## config.mk

```make
export PLATFORM = sky130hd
export DESIGN_NAME = irq_request_latch
export DESIGN_NICKNAME = d
export VERILOG_FILES = /design/src/rtl/irq_request_latch.sv
export SDC_FILE = /design/constraint.sdc
export NUM_CORES = 1
export LEC_CHECK = 0
export BUFFER_PORTS_ARGS = -buffer_cell sky130_fd_sc_hd__clkbuf_2
export CAP_MARGIN = 20
export CORE_MARGIN = 2
export CORE_UTILIZATION = 35
export DETAILED_ROUTE_END_ITERATION = 16
export PLACE_DENSITY_LB_ADDON = 0.08
export SETUP_SLACK_MARGIN = 0.15
export SLEW_MARGIN = 20
export SYNTH_ARGS = -nofsm -noshare
export SYNTH_HDL_FRONTEND = slang
export SYNTH_SLANG_ARGS = --single-unit
```

## constraint.sdc

```tcl
create_clock -name clk -period 2.85 [get_ports clk]
set_clock_uncertainty 0.15 [all_clocks]
set_input_delay 0.285 -clock clk [delete_from_list [all_inputs] [get_ports clk]]
set_output_delay 0.285 -clock clk [all_outputs]
set_load 0.02 [all_outputs]
```

## src/rtl/irq_request_latch.sv

```systemverilog
module irq_request_latch #(
  parameter int LINES = 8,
  parameter bit IS_SLAVE = 1'b0,
  parameter logic [LINES-1:0] PRI_LEVEL_OK = 8'hF8,
  parameter logic [LINES-1:0] SEC_LEVEL_OK = 8'hDE
) (
  input  logic                     clk,
  input  logic                     rst_n,
  input  logic [LINES-1:0]         irq_in,
  input  logic                     mode_wr,
  input  logic [LINES-1:0]         mode_wdata,
  input  logic                     ack_valid,
  input  logic [$clog2(LINES)-1:0] ack_pin,
  input  logic                     auto_eoi,
  input  logic                     rotate_en,
  output logic [LINES-1:0]         trig_mode,
  output logic [LINES-1:0]         req_bits,
  output logic [LINES-1:0]         svc_bits,
  output logic [$clog2(LINES)-1:0] low_prio
);
  localparam int PW = $clog2(LINES);
  localparam logic [LINES-1:0] LEVEL_OK = IS_SLAVE ? SEC_LEVEL_OK : PRI_LEVEL_OK;

  logic [LINES-1:0] sync_a, sync_b, line_prev;
  logic [LINES-1:0] rise, fall, ack_hot, req_nxt;

  always_ff @(posedge clk or negedge rst_n)
    if (!rst_n) begin
      sync_a    <= '0;
      sync_b    <= '0;
      line_prev <= '0;
    end else begin
      sync_a    <= irq_in;
      sync_b    <= sync_a;
      line_prev <= sync_b;
    end

  assign rise    = sync_b & ~line_prev;
  assign fall    = ~sync_b & line_prev;
  assign ack_hot = ack_valid ? (LINES'(1) << ack_pin) : '0;

  always_ff @(posedge clk or negedge rst_n)
    if (!rst_n) trig_mode <= '0;
    else if (mode_wr) trig_mode <= mode_wdata & LEVEL_OK;

  for (genvar i = 0; i < LINES; i++) begin : g_line
    logic set_i, clr_i;
    assign set_i = rise[i] | (trig_mode[i] & sync_b[i]);
    assign clr_i = (trig_mode[i] & fall[i]) | (~trig_mode[i] & ack_hot[i]);
    assign req_nxt[i] = set_i | (req_bits[i] & ~clr_i);

    assert_edge_hold_R5: assert property (@(posedge clk) disable iff (!rst_n)
      (!trig_mode[i] && req_bits[i] && !ack_hot[i]) |=> req_bits[i]);
    assert_level_high_R6: assert property (@(posedge clk) disable iff (!rst_n)
      (trig_mode[i] && sync_b[i]) |=> req_bits[i]);
    assert_collision_R10: assert property (@(posedge clk) disable iff (!rst_n)
      (rise[i] && ack_hot[i]) |=> req_bits[i]);
  end

  always_ff @(posedge clk or negedge rst_n)
    if (!rst_n) req_bits <= '0;
    else req_bits <= req_nxt;

  always_ff @(posedge clk or negedge rst_n)
    if (!rst_n) begin
      svc_bits <= '0;
      low_prio <= PW'(LINES - 1);
    end else if (ack_valid) begin
      if (!auto_eoi) svc_bits[ack_pin] <= 1'b1;
      else if (rotate_en) low_prio <= ack_pin;
    end

  assert_mode_fixed_R2: assert property (@(posedge clk) disable iff (!rst_n)
    (trig_mode & ~LEVEL_OK) == '0);
  assert_edge_ack_R8: assert property (@(posedge clk) disable iff (!rst_n)
    (ack_valid && !trig_mode[ack_pin] && !rise[ack_pin]) |=> !req_bits[$past(ack_pin)]);
  assert_svc_set_R8: assert property (@(posedge clk) disable iff (!rst_n)
    (ack_valid && !auto_eoi) |=> svc_bits[$past(ack_pin)]);
  assert_aeoi_svc_R9: assert property (@(posedge clk) disable iff (!rst_n)
    (ack_valid && auto_eoi) |=> $stable(svc_bits));
  assert_rotate_R9: assert property (@(posedge clk) disable iff (!rst_n)
    (ack_valid && auto_eoi && rotate_en) |=> low_prio == $past(ack_pin));
endmodule

```

---- Word-level counts from Yosys, hierarchy flattened ----
Index checks and enable logic that the tools add are counted.
operators by class
  $lt $le $gt $ge ......................... 2
  multiplexer cells ....................... 3
  bitwise gates (word level) .............. 60
  reduce and logical (&&, ||, !) cells .... 3
  shifts and indexed selects .............. 1
operators by type and width
  cell                   number
  $and A1 B1 Y1          23
  $or A1 B1 Y1           18
  $and A8 B8 Y8          2
  $not A8 Y8             2
  $not A1 Y1             14
  $mux W8                1
  $or A8 B8 Y8           1
  $shl A1 B3 Y8 const A  1
  $lt A3 B4 Y1 const B   1
  $demux W1 S3           1
  $ge A3 B1 Y1 const B   1
  $reduce_and A3 Y1      1
  $reduce_and A2 Y1      1
  $logic_and A1 B1 Y1    1
  $mux W1                1
storage, ports and cells
  logic and storage cells ................. 76
  input port bits ......................... 25
  flip-flop bits (word level) ............. 48

---- Logic depth before layout (Yosys ltp) ----
Gate-level depths: netlist of run 1.
  word-level depth ........................ 7
  depth in mapped cells ................... 4
  mapped depth without buffers ............ 3

---- Worst setup path before layout of run 1 ----
OpenSTA, ideal clock, no wires.
  path type ............................... input port to flip-flop
  from .................................... input port ack_pin[1]
  to ...................................... register req_bits[4]
  path slack .............................. 1.726 ns
  stages on the path ...................... 4
  path buffers ............................ 1
  data arrival time ....................... 0.850 ns
  path through ............................ buf_4 nand2b_4 o311ai_2 nand2_1
on the way
  word-level cells in the longest chain between the ends .. 7
ends and longest elaborated chain
  what                    line  text
  start: declaration      13    input logic [$clog2(LINES)-1:0] ack_pin,
  $shl A1 B3 Y8           40    assign ack_hot = ack_valid ? (LINES'(1) << ack_pin) : '0;
  $mux W8                 40
  $and A1 B1 Y1           49    assign clr_i = (trig_mode[i] & fall[i]) | (~trig_mode[i] & ack_hot[i]);
  $or A1 B1 Y1            49
  $not A1 Y1              50    assign req_nxt[i] = set_i | (req_bits[i] & ~clr_i);
  $and A1 B1 Y1           50
  $or A1 B1 Y1            50
  net req_nxt[4]          25    logic [LINES-1:0] rise, fall, ack_hot, req_nxt;
  end signal: assignment  62    else req_bits <= req_nxt;
  end: declaration        17    output logic [LINES-1:0] req_bits,
The timed path passes the listed nets, and every way through them passes these cells.
A chain may end at the register's enable or synchronous reset.

---- Worst setup path in the final report of run 1 ----
  from .................................... register low_prio[2]
  to ...................................... output port low_prio[2]
RTL lines
  what                      line  text
  start: declaration        19    output logic [$clog2(LINES)-1:0] low_prio
  start signal: assignment  67    low_prio <= PW'(LINES - 1);
  start signal: assignment  70    else if (rotate_en) low_prio <= ack_pin;
No word-level cell between the ends.

==> results.md, run 1 <==
- CP max stage delay: 0.54 ns
- Dpl ws: approximately 1.5 ns
- Hold buffers post-CTS: 9
- Post-Syn Area: 1670 um^2
- DP Wirelength: 2.08 mm
- Cell family with most CP delay: flip-flops
- Main synth FF type: dfrtp_1
- Power Dens Cells: between 600 and 700 nW/um^2
- Met2 Use GR: 18.5%
- Dpl cells: 214
- Design area: 2120 um^2
- Pint: 0.00103 W
- CTS Sinks: 48
- RSZ-0062 raised after global routing: no
- CP Data Required Time: roughly 2.4 ns
- Async S/R FF share, synth: 100%
- RD Place Congestion: ~0.63
- Setup WS post-layout: between 1 and 1.5 ns
- CP bufs+invs: 1
- Netlist cell types: 21
- Post-synth EDFFs: 0
- Layout cells sized above 1: between 40% and 50%
- Final Net Count: 201
- Peak supply drop: 237 uV
- Synth Area in XOR/XNOR: 0%
- Routed vias/inst: 4.52
- FILL cells: 449
- Leak: 1.01 nW
- Met1 usage: 15.1%
- # Max-Cap Violations: 0
- Max Buffers Root-to-Sink: 2
- Core outline area: 4660 um^2
- Ys Warns: 0
- Post-Route WL: 2.91 mm
- ANT cells: 0
- Fin. max-slew vios: 0
- Clock group share of total power: 28.6%
- Avg WL per Cell: 12.6 um
- Gr ovfl total: 0
- Drt pass-1 iters: 4
- Worst-Skew Late Latency: just under 0.3 ns
- TritonCTS clock tree: built
- Period utilization: approximately 50%
- DR vias: 1,045
- Cells after synthesis: 117
- Worst-path clk slew: 0.08 ns
- Slew @ Worst Pin: 0.595 ns
- Grt met3 use: 4.42%
- I/O pin total: 52
- Worst hold margin: a little over 0.07 ns
- CP Cell Sequence: clkbuf_2
- Die height: around 73 um
- Clock H-tree levels: 2
- Final setup TNS: 0 ns
- Die ar.: 5350 um^2
- Leading area contributor after synthesis: dfrtp_1
- Synth top area share: 67.3%
- Post-synthesis mux area share: a little over 4%
- Syn Area/Cell: 14.3 um^2
- Crit start category: flop
- Worst Hold Class: in -> reg
- Total GRT Usage: 11.9%
- DRC: 0
- FF+latch count, synth: 48
- Max FO, Critical Path: 2
- Post-route antenna net violation count: 0
- Die X-Extent: 73.1 um
- Antenna violations before repair: 0
- Switching portion of total power: 26.8%
- Register area share after synthesis: 72.0%
- Starting density of the core: 35.9%
- Slowest stage cell, crit path: dfstp_2
- Combinational power share: 15.7%
- Setup crit end kind: primary output
- Synth Area in Compound Gates: 12.4%
- Vias in the first global route: roughly 1,000
- Area share of fa/ha/maj cells after synthesis: 0%
- Status: complete, no violations
- Endpoints failing setup: 0
- Final Non-Filler Cells: 231
- Largest family of logic cells by synthesized area: compound AO/OA/AOI/OAI gates
- First-pass GRT wire length: 4.73 mm
- Final hold violation count: 0
- Grt peak-use layer: met2
- Cts bufs inserted: 5
- Area Overhead vs Synth: 26.9%
- NetSw: 0.000377 W
- WP data arrival: 0.98 ns
- Cell row count: 25
- Post-DP Area: 1940 um^2
- Setup Crit Path Kind: reg -> out
- FMAX: 0.705 GHz
- First DRT Iteration DRCs: 27
- Synthesized-area fraction occupied by and/or/nand/nor cells: under 10%
- Synth area leaders: dfrtp_1 67%, dfstp_2 4.7%, mux2_2 4.0%
- Sequential power share: 55.7%
- Port bufs: 45
- Rel. slew slack: 60.3%
- Final min period: 1.42 ns
- Largest net degree at the start of global routing: between 40 and 50
- Clock Tree Root: clkbuf_8
- CTS resizes: 0
- Number of setup buffers added after CTS: 0
-- registers in the layout, indices dropped and copies added, names as in the netlist --
register   cells
req_bits       8
trig_mode      5
line_prev      8
low_prio       3
svc_bits       8
sync_b         8
sync_a         8
-- cells by family (layout without fill, tap and decap cells) --
group / count (synthesis) / in the layout
buffers and inverters: 16 / 74
AOI/OAI and AO/OA: 26 / 26
and+or+nand+nor: 20 / 20
other: 1 / 3
muxes: 6 / 6
DFF: 48 / 48
-- cell usage after synthesis, drive strengths merged, types with 3 or more instances --
library cell,instances
o31ai,3
o21bai,3
dfstp,3
dfrtp,45
inv,11
o21ai,11
mux2,6
buf,5
o311ai,5
a31o,4
nand2b,3
nand2,14
-- final cells by class --
class / instances / area [um^2] / share of cell area, %
multi-input cells: 55 / 393 / 18.5
clock inverters: 2 / 10.0 / 0.472
well taps: 54 / 67.6 / 3.18
repair buffers: 55 / 323 / 15.2
clock buffers: 6 / 82.6 / 3.89
flip-flops and latches: 48 / 1200 / 56.8
inverters: 11 / 41.3 / 1.95
-- layout by cell type, fill, tap and decap left out, types with 2 or more instances in the layout --
cell,netlist,layout
a31o_2,4,4
clkbuf_2,0,45
clkbuf_8,0,6
clkinv_2,0,2
conb_1,1,3
dfrtp_1,45,45
dfstp_2,3,3
dlygate4sd3_1,0,9
inv_1,11,11
mux2_2,6,6
nand2_1,13,13
nand2b_4,2,2
o21ai_0,11,11
o21bai_1,3,3
o311ai_1,3,3
o311ai_2,2,2
o31ai_1,2,2
-- per-layer routing --
| metal | part of all wire [%] | routed length, um |
|---|---|---|
| met1 | 45 | 1320 |
| met2 | 48 | 1400 |
| met3 | 5.4 | 157 |
| met4 | 1.1 | 33 |
| met5 | 0 | 0 |
-- power by group through the flow --
stage / registers (W) / logic (W) / clock network, W
finish: 0.000784 / 0.000221 / 0.000403
global route: 0.000795 / 0.000243 / 0.000454
CTS: 0.000786 / 0.000226 / 0.000422
detailed placement: 0.000800 / 0.000216 / 0
floorplan: 0.000851 / 0.0000726 / 0
global placement: 0.000796 / 0.000211 / 0
-- final timing paths --
| check | slack [ns] | to | cells after the start | startpoint |
|---|---|---|---|---|
| worst min register to register | 0.20 | sync_b[1] | 0 | sync_a[1] |
| min in group asynchronous | 0.46 | line_prev[0] | 3 | rst_n |
| worst max register to register | 1.76 | req_bits[6] | 2 | trig_mode[6] |
| max in group asynchronous | 1.67 | sync_a[7] | 3 | rst_n |
| worst min-delay path | 0.07 | trig_mode[7] | 2 | mode_wdata[7] |
| worst max-delay path | 1.43 | low_prio[2] | 1 | low_prio[2] |
-- through the flow --
step	power, W	utilization [%]
2_1_floorplan	0.000924	-
6_report	0.00141	45.5
3_5_place_dp	0.00102	41.6
3_3_place_gp	0.00101	41.6
5_1_grt	0.00149	45.5
4_1_cts	0.00143	45.5
No activity file was read; power rests on OpenSTA's default activity.
==> inputs of run 2 (changes only) <==
- clock period: 2.85 -> 1.4 ns (I/O delays scaled with it)
==> results.md, run 2 (synthesis gave the netlist of run 1 again) <==
- First DRT Iteration DRCs: 42
- FMAX: 0.802 GHz
- DRC: 0
- Area Overhead vs Synth: 33.8%
- Status: complete, no violations
- Max FO, Critical Path: 2
- WP data arrival: approximately 0.96 ns
- Largest net degree at the start of global routing: 27
- DR vias: 1,091
- CTS Sinks: 48
- Worst Hold Class: in -> reg
- Period utilization: approximately 90%
- Pint: about 0.0022 W
- First-pass GRT wire length: 5.06 mm
- Antenna violations before repair: 0
- Critical Path Start: low_prio[1]
- DP Wirelength: roughly 2.2 mm
- Sequential power share: 54.1%
- Power Dens Cells: 1320 nW/um^2
- Die height: ~73 um
- Max Buffers Root-to-Sink: 2
- CP Data Required Time: 1.11 ns
- Setup crit end kind: primary output
- Most frequent cells in the layout: 45 x dfrtp_1, 41 x clkbuf_2, 15 x dlygate4sd3_1
- Critical R2R Launch: trig_mode[3]
- Die ar.: 5350 um^2
- Cts bufs inserted: 5
- Setup Crit Path Kind: reg -> out
- Switching portion of total power: 25.9%
- Final hold violation count: 0
- Final min period: 1.25 ns
- RD Place Congestion: 0.631
- CP Cell Sequence: buf_8
- TritonCTS clock tree: built
- Post-DP Area: 1950 um^2
- Commonest non-fill, non-tap cell in the layout: dfrtp_1
- CP bufs+invs: 1
- Worst-path clk slew: 0.08 ns
- Final Net Count: 210
- Slowest stage cell, crit path: dfstp_2
- Clock group share of total power: 28.8%
- Combinational power share: 17.1%
- Routed vias/inst: 4.56
- Cell row count: 25
- Drt pass-1 iters: 4
- # Max-Cap Violations: 0
- CP max stage delay: between 0.5 and 0.6 ns
- Peak supply drop: ~590 uV
- Leak: 1.06 nW
- NetSw: between 0.0007 and 0.0008 W
- Crit start category: flop
- Clock Tree Root: clkbuf_8
- FILL cells: approximately 430
- Gr ovfl total: 0
- Design area: 2240 um^2
- ANT cells: 0
- Starting density of the core: 35.9%
- Vias in the first global route: 1,102
- Cell family with most CP delay: flip-flops
- Worst-Skew Late Latency: 0.29 ns
- Port bufs: 45
- Post-Route WL: ~3.0 mm
- Clock H-tree levels: 2
- Avg WL per Cell: between 10 and 15 um
- Hold path start: rotate_en
- Post-route antenna net violation count: 0
- Die X-Extent: about 73 um
- Core outline area: 4660 um^2
- RSZ-0062 raised after global routing: yes
- Total GRT Usage: 12.8%
- Endpoints failing setup: 0
- Layout cells sized above 1: 41.1%
- I/O pin total: 52
- Final setup TNS: 0 ns
- Fin. max-slew vios: 0
run 2: area by class of cell:
class,instances,area [um^2],share of cell area [%]
Clock buffer,7,96.3,4.30
Timing Repair Buffer,64,435,19.5
Inverter,11,41.3,1.84
Sequential cell,48,1200,53.8
Tap cell,54,67.6,3.02
Multi-Input combinational cell,55,393,17.6
run 2: power groups by stage:
stage	clock network, W	registers (W)	logic [W]
after floorplan	0	0.00173	0.000148
after CTS	0.000897	0.00160	0.000495
after global placement	0	0.00162	0.000432
final	0.000855	0.00160	0.000506
after detailed placement	0	0.00163	0.000440
after global routing	0.000951	0.00163	0.000552
run 2: timing repair:
| item | in CTS | in global routing |
|---|---|---|
| resized for setup | 4 | 4 |
| hold buffers | 15 | 0 |
| hold endpoints to repair | 62 | 0 |
| setup endpoints to repair | 3 | 5 |
| setup buffers | 0 | 2 |
run 2: stage by stage:
step / utilization (%) / instances / setup WS (ns) / hold slack (ns) / total power (W)
floorplan: - / 119 / 0.308 / -0.306 / 0.00188
CTS: 47.6 / 237 / 0.124 / 0.00768 / 0.00300
global route: 48.0 / 239 / 0.111 / 0.0389 / 0.00313
finish: 48.0 / 239 / 0.154 / 0.00682 / 0.00296
detailed placement: 41.8 / 215 / 0.170 / -0.00281 / 0.00207
global placement: 41.8 / 215 / 0.217 / -0.00552 / 0.00205
run 2: worst paths after layout:
check	cells past startpoint	slack [ns]	end
min in group asynchronous	3	0.21	req_bits[2]
hold / removal	3	0.007	low_prio[1]
max in group asynchronous	3	0.61	low_prio[0]
hold reg to reg	0	0.20	sync_b[1]
setup reg to reg	2	0.32	req_bits[3]
setup / recovery	1	0.15	low_prio[1]
run 2: routing by layer:
layer / routed length (um) / share of wire (%) / track usage [%] / vias to the layer above
li1: - / - / - / 522
met3: 151 / 5.0 / 4.56 / 6
met1: 1290 / 42 / 16.1 / 528
met4: 42 / 1.4 / 4.32 / 0
met5: 0 / 0 / 0 / -
met2: 1560 / 51 / 20.6 / 35
